===== src/rtl/pll_seq_pkg.sv =====
package pll_seq_pkg;

  localparam int FILT_W = 4;
  localparam int ICO_W  = 2;

  typedef enum logic [4:0] {
    S_IDLE, S_PARK, S_WREF, S_SRC, S_PRE_FL, S_PRE_HOLD, S_GATE,
    S_DIV, S_FILT, S_ICO, S_MUL, S_SETTLE, S_ENA, S_LOCK,
    S_SWITCH, S_POST_FL, S_POST_HOLD, S_ERR
  } seq_state_e;

  // Flash timing plan decided once when a request is accepted
  typedef struct packed {
    logic wr_pre;   // write the code before touching the PLL
    logic wr_post;  // write the code after the clock switch
    logic lower;    // new code is below the one in force
  } flash_plan_t;

endpackage


===== src/rtl/pll_seq_timer.sv =====
module pll_seq_timer #(
  parameter int LIMIT = 4
) (
  input  logic clk,
  input  logic rst_n,
  input  logic run,
  output logic done
);
  localparam int CW = $clog2(LIMIT + 1);

  logic [CW-1:0] cnt;

  // done is high in the LIMIT-th cycle of an uninterrupted run
  assign done = run && (cnt == CW'(LIMIT - 1));

  always_ff @(posedge clk) begin
    if (!rst_n)     cnt <= '0;
    else if (!run)  cnt <= '0;
    else if (!done) cnt <= cnt + 1'b1;
  end
endmodule


===== src/rtl/pll_seq_plan.sv =====
module pll_seq_plan
  import pll_seq_pkg::*;
#(
  parameter int FREQ_W = 4,
  parameter int FLRT_W = 2
) (
  input  logic              retune,
  input  logic [FREQ_W-1:0] new_freq,
  input  logic [FREQ_W-1:0] cur_freq,
  input  logic [FLRT_W-1:0] new_flrt,
  input  logic [FLRT_W-1:0] cur_flrt,
  output flash_plan_t       plan
);
  logic faster, slower;

  assign faster = new_freq > cur_freq;
  assign slower = new_freq < cur_freq;

  always_comb begin
    // cold start always programs timing before the PLL runs
    plan.wr_pre  = !retune || faster;
    plan.wr_post = retune && slower;
    plan.lower   = new_flrt < cur_flrt;
  end
endmodule


===== src/rtl/pll_switch_seq.sv =====
module pll_switch_seq
  import pll_seq_pkg::*;
#(
  parameter int DIV_W     = 5,
  parameter int MUL_W     = 6,
  parameter int FLRT_W    = 2,
  parameter int FREQ_W    = 4,
  parameter int CLK_KHZ   = 50000,
  parameter int SETTLE_US = 5,
  parameter int LOCK_TMO  = 2000
) (
  input  logic              clk,
  input  logic              rst_n,
  input  logic              start,
  input  logic              retune,
  input  logic              req_src,
  input  logic [DIV_W-1:0]  req_div,
  input  logic [FILT_W-1:0] req_filt,
  input  logic [ICO_W-1:0]  req_ico,
  input  logic [MUL_W-1:0]  req_mul,
  input  logic [FLRT_W-1:0] req_flrt,
  input  logic [FREQ_W-1:0] req_freq,
  input  logic              ref_stable,
  input  logic              pll_lock,
  output logic              pll_pwr,
  output logic              pll_en,
  output logic              ref_sel,
  output logic [DIV_W-1:0]  pll_div,
  output logic [MUL_W-1:0]  pll_mul,
  output logic [FILT_W-1:0] pll_filt,
  output logic [ICO_W-1:0]  pll_ico,
  output logic [FLRT_W-1:0] flash_rt,
  output logic              cache_off,
  output logic              sysclk_pll,
  output logic              busy,
  output logic              err
);
  localparam int SETTLE_RAW = (CLK_KHZ * SETTLE_US + 999) / 1000;
  localparam int SETTLE_CYC = (SETTLE_RAW < 1) ? 1 : SETTLE_RAW;

  seq_state_e state, nxt;

  // latched request
  logic              retune_q, src_q;
  logic [DIV_W-1:0]  div_q;
  logic [FILT_W-1:0] filt_q;
  logic [ICO_W-1:0]  ico_q;
  logic [MUL_W-1:0]  mul_q;
  logic [FLRT_W-1:0] flrt_q;
  logic [FREQ_W-1:0] freq_q, cur_freq;
  flash_plan_t       plan_now, plan_q;

  logic lock_q, lock_rise, settle_done, lock_tmo, accept;

  pll_seq_plan #(.FREQ_W(FREQ_W), .FLRT_W(FLRT_W)) u_plan (
    .retune   (retune),
    .new_freq (req_freq),
    .cur_freq (cur_freq),
    .new_flrt (req_flrt),
    .cur_flrt (flash_rt),
    .plan     (plan_now)
  );

  pll_seq_timer #(.LIMIT(SETTLE_CYC)) u_settle (
    .clk (clk), .rst_n (rst_n), .run (state == S_SETTLE), .done (settle_done)
  );

  pll_seq_timer #(.LIMIT(LOCK_TMO)) u_lock_tmo (
    .clk (clk), .rst_n (rst_n), .run (state == S_LOCK), .done (lock_tmo)
  );

  assign lock_rise = pll_lock && !lock_q;
  assign accept    = start && (state == S_IDLE || state == S_ERR);
  assign busy      = (state != S_IDLE) && (state != S_ERR);
  assign err       = (state == S_ERR);
  assign cache_off = plan_q.lower &&
                     ((plan_q.wr_pre  && (state == S_PRE_FL  || state == S_PRE_HOLD)) ||
                      (plan_q.wr_post && (state == S_POST_FL || state == S_POST_HOLD)));

  always_comb begin
    nxt = state;
    unique case (state)
      S_IDLE, S_ERR: if (start) nxt = retune ? S_PARK : S_WREF;
      S_PARK:      nxt = S_WREF;
      S_WREF:      if (ref_stable) nxt = S_SRC;
      S_SRC:       nxt = S_PRE_FL;
      S_PRE_FL:    nxt = S_PRE_HOLD;
      S_PRE_HOLD:  nxt = S_GATE;
      S_GATE:      nxt = S_DIV;
      S_DIV:       nxt = S_FILT;
      S_FILT:      nxt = S_ICO;
      S_ICO:       nxt = S_MUL;
      S_MUL:       nxt = S_SETTLE;
      S_SETTLE:    if (settle_done) nxt = S_ENA;
      S_ENA:       nxt = S_LOCK;
      S_LOCK: begin
        if (lock_rise)     nxt = S_SWITCH;
        else if (lock_tmo) nxt = S_ERR;
      end
      S_SWITCH:    nxt = plan_q.wr_post ? S_POST_FL : S_IDLE;
      S_POST_FL:   nxt = S_POST_HOLD;
      S_POST_HOLD: nxt = S_IDLE;
      default:     nxt = S_IDLE;
    endcase
  end

  always_ff @(posedge clk) begin
    if (!rst_n) begin
      state      <= S_IDLE;
      lock_q     <= 1'b0;
      retune_q   <= 1'b0;
      src_q      <= 1'b0;
      div_q      <= '0;
      filt_q     <= '0;
      ico_q      <= '0;
      mul_q      <= '0;
      flrt_q     <= '0;
      freq_q     <= '0;
      cur_freq   <= '0;
      plan_q     <= '0;
      pll_pwr    <= 1'b0;
      pll_en     <= 1'b0;
      ref_sel    <= 1'b0;
      pll_div    <= '0;
      pll_mul    <= '0;
      pll_filt   <= '0;
      pll_ico    <= '0;
      flash_rt   <= '1;
      sysclk_pll <= 1'b0;
    end else begin
      state  <= nxt;
      lock_q <= pll_lock;
      if (accept) begin
        retune_q <= retune;
        src_q    <= req_src;
        div_q    <= req_div;
        filt_q   <= req_filt;
        ico_q    <= req_ico;
        mul_q    <= req_mul;
        flrt_q   <= req_flrt;
        freq_q   <= req_freq;
        plan_q   <= plan_now;
      end
      case (state)
        S_PARK:   sysclk_pll <= 1'b0;
        S_SRC:    ref_sel    <= src_q;
        S_PRE_FL: if (plan_q.wr_pre) flash_rt <= flrt_q;
        S_GATE: begin
          pll_pwr <= 1'b1;
          pll_en  <= 1'b0;
        end
        S_DIV:    pll_div  <= div_q;
        S_FILT:   pll_filt <= filt_q;
        S_ICO:    pll_ico  <= ico_q;
        S_MUL:    pll_mul  <= mul_q;
        S_ENA:    pll_en   <= 1'b1;
        S_SWITCH: begin
          sysclk_pll <= 1'b1;
          cur_freq   <= freq_q;
        end
        S_POST_FL: if (plan_q.wr_post) flash_rt <= flrt_q;
        default: ;
      endcase
    end
  end

endmodule


===== config.mk =====
export PLATFORM = sky130hd
export DESIGN_NAME = pll_switch_seq
export DESIGN_NICKNAME = d
export VERILOG_FILES = /design/src/rtl/pll_seq_pkg.sv /design/src/rtl/pll_seq_timer.sv /design/src/rtl/pll_seq_plan.sv /design/src/rtl/pll_switch_seq.sv
export SDC_FILE = /design/constraint.sdc
export NUM_CORES = 1
export LEC_CHECK = 0
export BUFFER_PORTS_ARGS = -buffer_cell sky130_fd_sc_hd__buf_2
export CAP_MARGIN = 40
export CORE_UTILIZATION = 56
export CTS_CLUSTER_SIZE = 28
export DETAILED_ROUTE_END_ITERATION = 10
export HOLD_SLACK_MARGIN = 0.12
export PLACE_DENSITY_LB_ADDON = 0.15
export SLEW_MARGIN = 20
export SYNTH_ARGS = -nofsm -noshare
export SYNTH_HDL_FRONTEND = slang
export SYNTH_HIERARCHICAL = 1
export SYNTH_SLANG_ARGS = --single-unit
export TNS_END_PERCENT = 50

===== constraint.sdc =====
create_clock -name clk -period 2.75 [get_ports clk]
set_input_delay 0.6875 -clock clk [delete_from_list [all_inputs] [get_ports clk]]
set_output_delay 0.6875 -clock clk [all_outputs]
set_load 0.05 [all_outputs]

==> reports/qor.yml, run 1 <==
drive_above_1_share_pct: 20.33
r2r_start: "state[2]$_SDFFE_PN0P_"
dieArea_sq_um: 6830
critical_path_class: "flop to output pin"
clk_latency_ps: 350
avgSynthCellArea_sq_um: 8.392
antenna_found_initial: 0
pwr-share-seq_pct: 43.9
post_cts.repair.setup_buffers: 0
maxCapViolCount: 0
fin_skew_ps: 8.241
startpoint_type: "flop"
swShare_pct: 32.98
wl_per_cell_um: 13.69
crit_path_cell_trace: "buf_4 > or3b_2 > nor2_1 > a21oi_1 > nor2b_1 > clkbuf_4"
tns_ps: 0
p_int_uw: 1952
yosysWarnings: 6
post-route-drc-count: 0
fillers: 568
r2r_slack_ps: 500
status: "finished clean"
cts_made_buffers: 9
clock_path_buffers: 2
rsz0062_at_grt: "no"
first_pass_iters: 4
whs_ps: 457.5
powerDensity_nw_per_um2: 695.1
yosys.cell_types.count: 65
pwr-share-clk_pct: 30.3
cp-end-kind: "output pin"
boundaryPins: 56
drt-total-wl_um: 7789
grt_pass1_vias: 2723
core_sq_um: 6314
r2r-end: "state[3]$_SDFFE_PN0P_"
clock-root-buffer: "clkbuf_8"
crit_fanout: 14
hold_class: "flop to flop"
max_freq_mhz: 383.6
fin_crit_sh_pct: 94.80
numPortBuffers: 55
tightestPinTransition_ps: 535.2
gp_congestion: 0.8714
synth.area.top_cells: "dfxtp_1 43%, nand2_1 8.5%, a21oi_1 7.6%, mux2i_1 3.8%, nor2_1 3.2%"
yosys.area.top_type: "dfxtp_1"
diodes: 0
num_vias: 3205
detail_route.iter0.violations: 115
synth_top_area_share_pct: 43.42
crit_path_top_delay_cell: "or3b_2"
critPathLaunch: "state[4]$_SDFFE_PN0P_"
syn_nets: 472
slowest_delay_ps: 530
required_ps: 2060
worstSetupEndpoint: "cache_off"
total_power_uw: 2912
reg2reg_depth: 8
syn_area_sq_um: 3642
ys.flop_type: "dfxtp_1"
grt_use_total_pct: 23.71
die_h_um: 82.65
synthArstFlopShare_pct: 0
cts_resized: 0
crit_arrival_ps: 1920
p_leak_uw: 0.001626
die_x_um: 82.65
start_util_pct: 57.69
syn2layout_area_growth_pct: 15.01
ant_nets: 0
hold_viol: 0
cts.clk_slew.worst_paths_ps: 80
p_comb_share_pct: 25.8
power.switching_uw: 960.3
finalMaxSlewViolations: 0
relSlewSlack_pct: 64.32
grt_max_degree: 52
cts_tree: "built"
dp_hpwl_um: 5362
nets: 525
avgViaCountPerCell: 5.633
row_count: 29
ir_worst_vdd_uv: 565.6
ys_ff_latch: 79
hold_buffers: 0
overflow: 0
grt_pass1_wl_um: 12210
min_period_ps: 2607
syn_inst: 434
clock-sinks: 79
seq_area_frac_synth_pct: 43.42
ctsHtreeMaxLevel: 3
setup_viol: 0
synth_edf_count: 0
[synthesized netlist by cell type (all sizes together) (3+ instances only)]
master	number
nand2b	5
a31oi	4
a211oi	3
or3b	3
xor2	3
nand2	83
o31ai	5
a31o	3
and3	4
mux2i	14
ha	8
o21ai	10
buf	11
and2	4
inv	13
nor2	32
or4	5
o21a	4
nor2b	5
a21oi	55
dfxtp	79
or3	8
nand3	17
nor3	5
nor3b	4
nand4	5
clkbuf	13
[cells in the final DEF, fill, tap and decap left out, types with 2 or more instances in the layout]
master,Yosys,routed
nand2_1,82,82
dfxtp_1,79,79
a21oi_1,55,55
buf_2,6,54
nor2_1,31,31
nand3_1,16,16
mux2i_1,14,14
inv_1,12,12
buf_4,1,11
o21ai_0,10,10
clkbuf_8,0,10
ha_1,8,8
or3_1,7,7
nand2b_1,5,5
nor2b_1,5,5
or4_1,5,5
nor3_1,5,5
o31ai_1,5,5
nor3b_1,4,4
o21a_1,4,4
and2_1,4,4
a31oi_1,4,4
xor2_1,3,3
and3_1,3,3
nand4_1,3,3
nand3b_1,2,2
a32o_1,2,2
or3b_2,2,2
nand4b_1,2,2
a31o_2,2,2
o21bai_1,2,2
a221oi_1,2,2
clkinv_4,0,2
a211oi_1,2,2
[worst max-delay path: cells and delay by family (launching register included)]
family	cells	cell delay [ps]
DFF	1	310
AOI/OAI and AO/OA	1	60
buffers and inverters	2	400
and+or+nand+nor	3	790
[cell families after synthesis]
logic type,count (synthesis),share of synthesized area [%]
muxes,14,3.847
adders and majority gates,8,2.748
xor gates and xnor gates,4,0.9620
buffers and inverters,37,4.535
DFF,79,43.42
and+or+nand+nor,191,26.52
AOI/OAI and AO/OA,101,17.97
[power groups by stage]
stage | clock [uW] | combinational (uW) | sequential (uW)
after floorplan | 0 | 554 | 1300
after global placement | 0 | 728 | 1300
after detailed placement | 0 | 740 | 1300
after CTS | 898 | 749 | 1280
after global routing | 963 | 814 | 1290
final | 882 | 751 | 1280
[layer usage]
layer,share of wire (%),global-route usage (%),routed length [um],up-vias
li1,-,-,-,1633
met1,47,28.84,3645,1487
met2,47,38.52,3682,71
met3,4.2,6.264,325,14
met4,1.7,11.72,135,0
met5,0,0,0,-
[how the worst min path moves through the flow]
stage | to | start | cells after the start | slack (ps)
after floorplan | plan_q[0]$_SDFFE_PN0P_ | plan_q[0]$_SDFFE_PN0P_ | 2 | 430
after global placement | div_q[3]$_SDFFE_PN0P_ | div_q[3]$_SDFFE_PN0P_ | 2 | 440
after detailed placement | pll_mul[1]$_SDFFE_PN0P_ | pll_mul[1]$_SDFFE_PN0P_ | 2 | 450
after CTS | pll_mul[1]$_SDFFE_PN0P_ | pll_mul[1]$_SDFFE_PN0P_ | 2 | 460
after global routing | ref_sel$_SDFFE_PN0P_ | src_q$_SDFFE_PN0P_ | 2 | 470
final | filt_q[0]$_SDFFE_PN0P_ | filt_q[0]$_SDFFE_PN0P_ | 2 | 460
[registers in the layout (all words and copies together) (netlist names), 2 cells and up]
| signal | cells |
|---|---|
| cur_freq | 4 |
| div_q | 5 |
| filt_q | 4 |
| flash_rt | 2 |
| flrt_q | 2 |
| freq_q | 4 |
| ico_q | 2 |
| mul_q | 6 |
| plan_q | 3 |
| pll_div | 5 |
| pll_filt | 4 |
| pll_ico | 2 |
| pll_mul | 6 |
| state | 5 |
| u_lock_tmo/cnt | 11 |
| u_settle/cnt | 8 |
[cell type report]
cell class                      count  area, sq um  area share (%)
Clock buffer                       10        137.6           3.286
Inverter                           13        48.80           1.165
Sequential cell                    79         1582           37.75
Clock inverter                      6        68.82           1.643
Multi-Input combinational cell    318         1896           45.25
Tap cell                           77        96.34           2.300
Timing Repair Buffer               66        360.3           8.602
[metrics by stage]
step / utilization [%] / instances / setup WS, ps / cell area, sq um
floorplan: - / 434 / 204.0 / 3642
global placement: 63.04 / 553 / 527.1 / 3980
detailed placement: 63.04 / 553 / 514.3 / 3980
CTS: 66.31 / 569 / 106.7 / 4187
global route: 66.35 / 569 / 20.11 / 4189
finish: 66.35 / 569 / 142.9 / 4189
No activity file was read; power rests on OpenSTA's default activity.
==> run 2, diff against run 1 <==
--- a/config.mk
+++ b/config.mk
@@ -7,10 +7,10 @@
 export LEC_CHECK = 0
 export BUFFER_PORTS_ARGS = -buffer_cell sky130_fd_sc_hd__buf_2
 export CAP_MARGIN = 40
-export CORE_UTILIZATION = 56
+export CORE_UTILIZATION = 55
 export CTS_CLUSTER_SIZE = 28
 export DETAILED_ROUTE_END_ITERATION = 10
-export HOLD_SLACK_MARGIN = 0.12
+export HOLD_SLACK_MARGIN = 0.06
 export PLACE_DENSITY_LB_ADDON = 0.15
 export SLEW_MARGIN = 20
 export SYNTH_ARGS = -nofsm -noshare
==> reports/qor.yml, run 2 (same netlist as run 1, synthesis figures left out) <==
status: "finished clean"
grt_use_total_pct: 23.17
gp_congestion: 0.8826
wl_per_cell_um: 13.74
ctsHtreeMaxLevel: 3
die_x_um: 83.38
diodes: 0
post-route-drc-count: 0
clock-sinks: 79
ant_nets: 0
rsz0062_at_grt: "no"
hold_buffers: 0
dp_hpwl_um: 5418
seqCellArea_sq_um: 1583
cts.clk_slew.worst_paths_ps: 80
finish.utilization_pct: 65.58
largest_reg_flops: 11
relSlewSlack_pct: 63.29
row_count: 29
fin_skew_ps: 8.221
fillers: 590
start_util_pct: 57.03
drive_above_1_share_pct: 20.37
grt_pass1_vias: 2897
critical_path_class: "flop to output pin"
powerDensity_nw_per_um2: 693.4
crit_arrival_ps: 1990
crit_fanout: 12
nets: 524
syn2layout_area_growth_pct: 14.98
total_power_uw: 2904
hold_viol: 0
cts_made_buffers: 9
num_vias: 3162
setup_viol: 0
drt-total-wl_um: 7806
max_freq_mhz: 373.4
die_h_um: 83.38
p_leak_uw: 0.001625
dieArea_sq_um: 6951
startpoint_type: "flop"
multi_input_area_sq_um: 1896
detail_route.iter0.violations: 153
grt_max_degree: 48
antenna_found_initial: 0
post_cts.repair.setup_buffers: 0
fin_crit_sh_pct: 97.37
grt_pass1_wl_um: 13090
cts_resized: 0
overflow: 0
tightestPinTransition_ps: 549.5
numPortBuffers: 55
cp-end-kind: "output pin"
final_cell_mix: "82 x nand2_1, 78 x dfxtp_1, 55 x a21oi_1, 55 x buf_2, 31 x nor2_1"
tns_ps: 0
clk_latency_ps: 360
required_ps: 2060
avgViaCountPerCell: 5.567
largest_register: "u_lock_tmo/cnt"
hold_class: "flop to flop"
first_pass_iters: 4
final_common_cell: "nand2_1"
finalMaxSlewViolations: 0
core_sq_um: 6386
clock_path_buffers: 2
ir_worst_vdd_uv: 516.7
min_period_ps: 2678
cts_tree: "built"
reg_top3: "u_lock_tmo/cnt (11), u_settle/cnt (8)"
boundaryPins: 56
maxCapViolCount: 0
clock-root-buffer: "clkbuf_8"
[run 2: layout make-up]
| type | count | area share, % |
|---|---|---|
| clock inverter | 7 | 1.852 |
| inverter | 13 | 1.165 |
| clock buffer | 9 | 2.958 |
| sequential | 79 | 37.80 |
| multi-input combinational | 318 | 45.26 |
| timing repair buffer | 65 | 8.664 |
| tap | 77 | 2.301 |
[run 2: final timing paths]
check	start	endpoint	slack, ps	depth (start not counted)
worst max register to register	state[2]$_SDFFE_PN0P_	state[3]$_SDFFE_PN0P_	410	8
worst max-delay path	state[2]$_SDFFE_PN0P_	cache_off	70	5
worst min register to register	pll_filt[2]$_SDFFE_PN0P_	pll_filt[2]$_SDFFE_PN0P_	460	2
worst min-delay path	pll_filt[2]$_SDFFE_PN0P_	pll_filt[2]$_SDFFE_PN0P_	460	2
[run 2: metal layers]
layer / vias up / share of wire [%] / GRT usage (%)
met5: - / 0 / 0
met4: 0 / 1.6 / 10.66
met3: 15 / 4.6 / 3.877
met2: 80 / 47 / 38.00
met1: 1432 / 47 / 29.84
li1: 1635 / - / -
[run 2: stage by stage]
step           area [sq um]  cells  hold WS [ps]  setup WS [ps]
2_1_floorplan          3642    434         431.8          204.0
5_1_grt                4188    568         477.2          1.913
3_5_place_dp           3985    552         444.9          370.3
4_1_cts                4187    568         455.9          66.51
3_3_place_gp           3985    552         439.1          433.6
6_report               4188    568         456.9          72.25
[run 2: worst max-delay path, stage by stage, from the launching register on]
cell	delay [ps]
dfxtp_1	540
or3b_2	550
nor2_1	130
a21oi_1	50
nor2b_1	100
buf_2	270
[run 2: report_power, final]
group / internal, uW / switching (uW)
Clock: 430 / 452
Combinational: 270 / 469
Sequential: 1230 / 48.5
Total: 1930 / 969
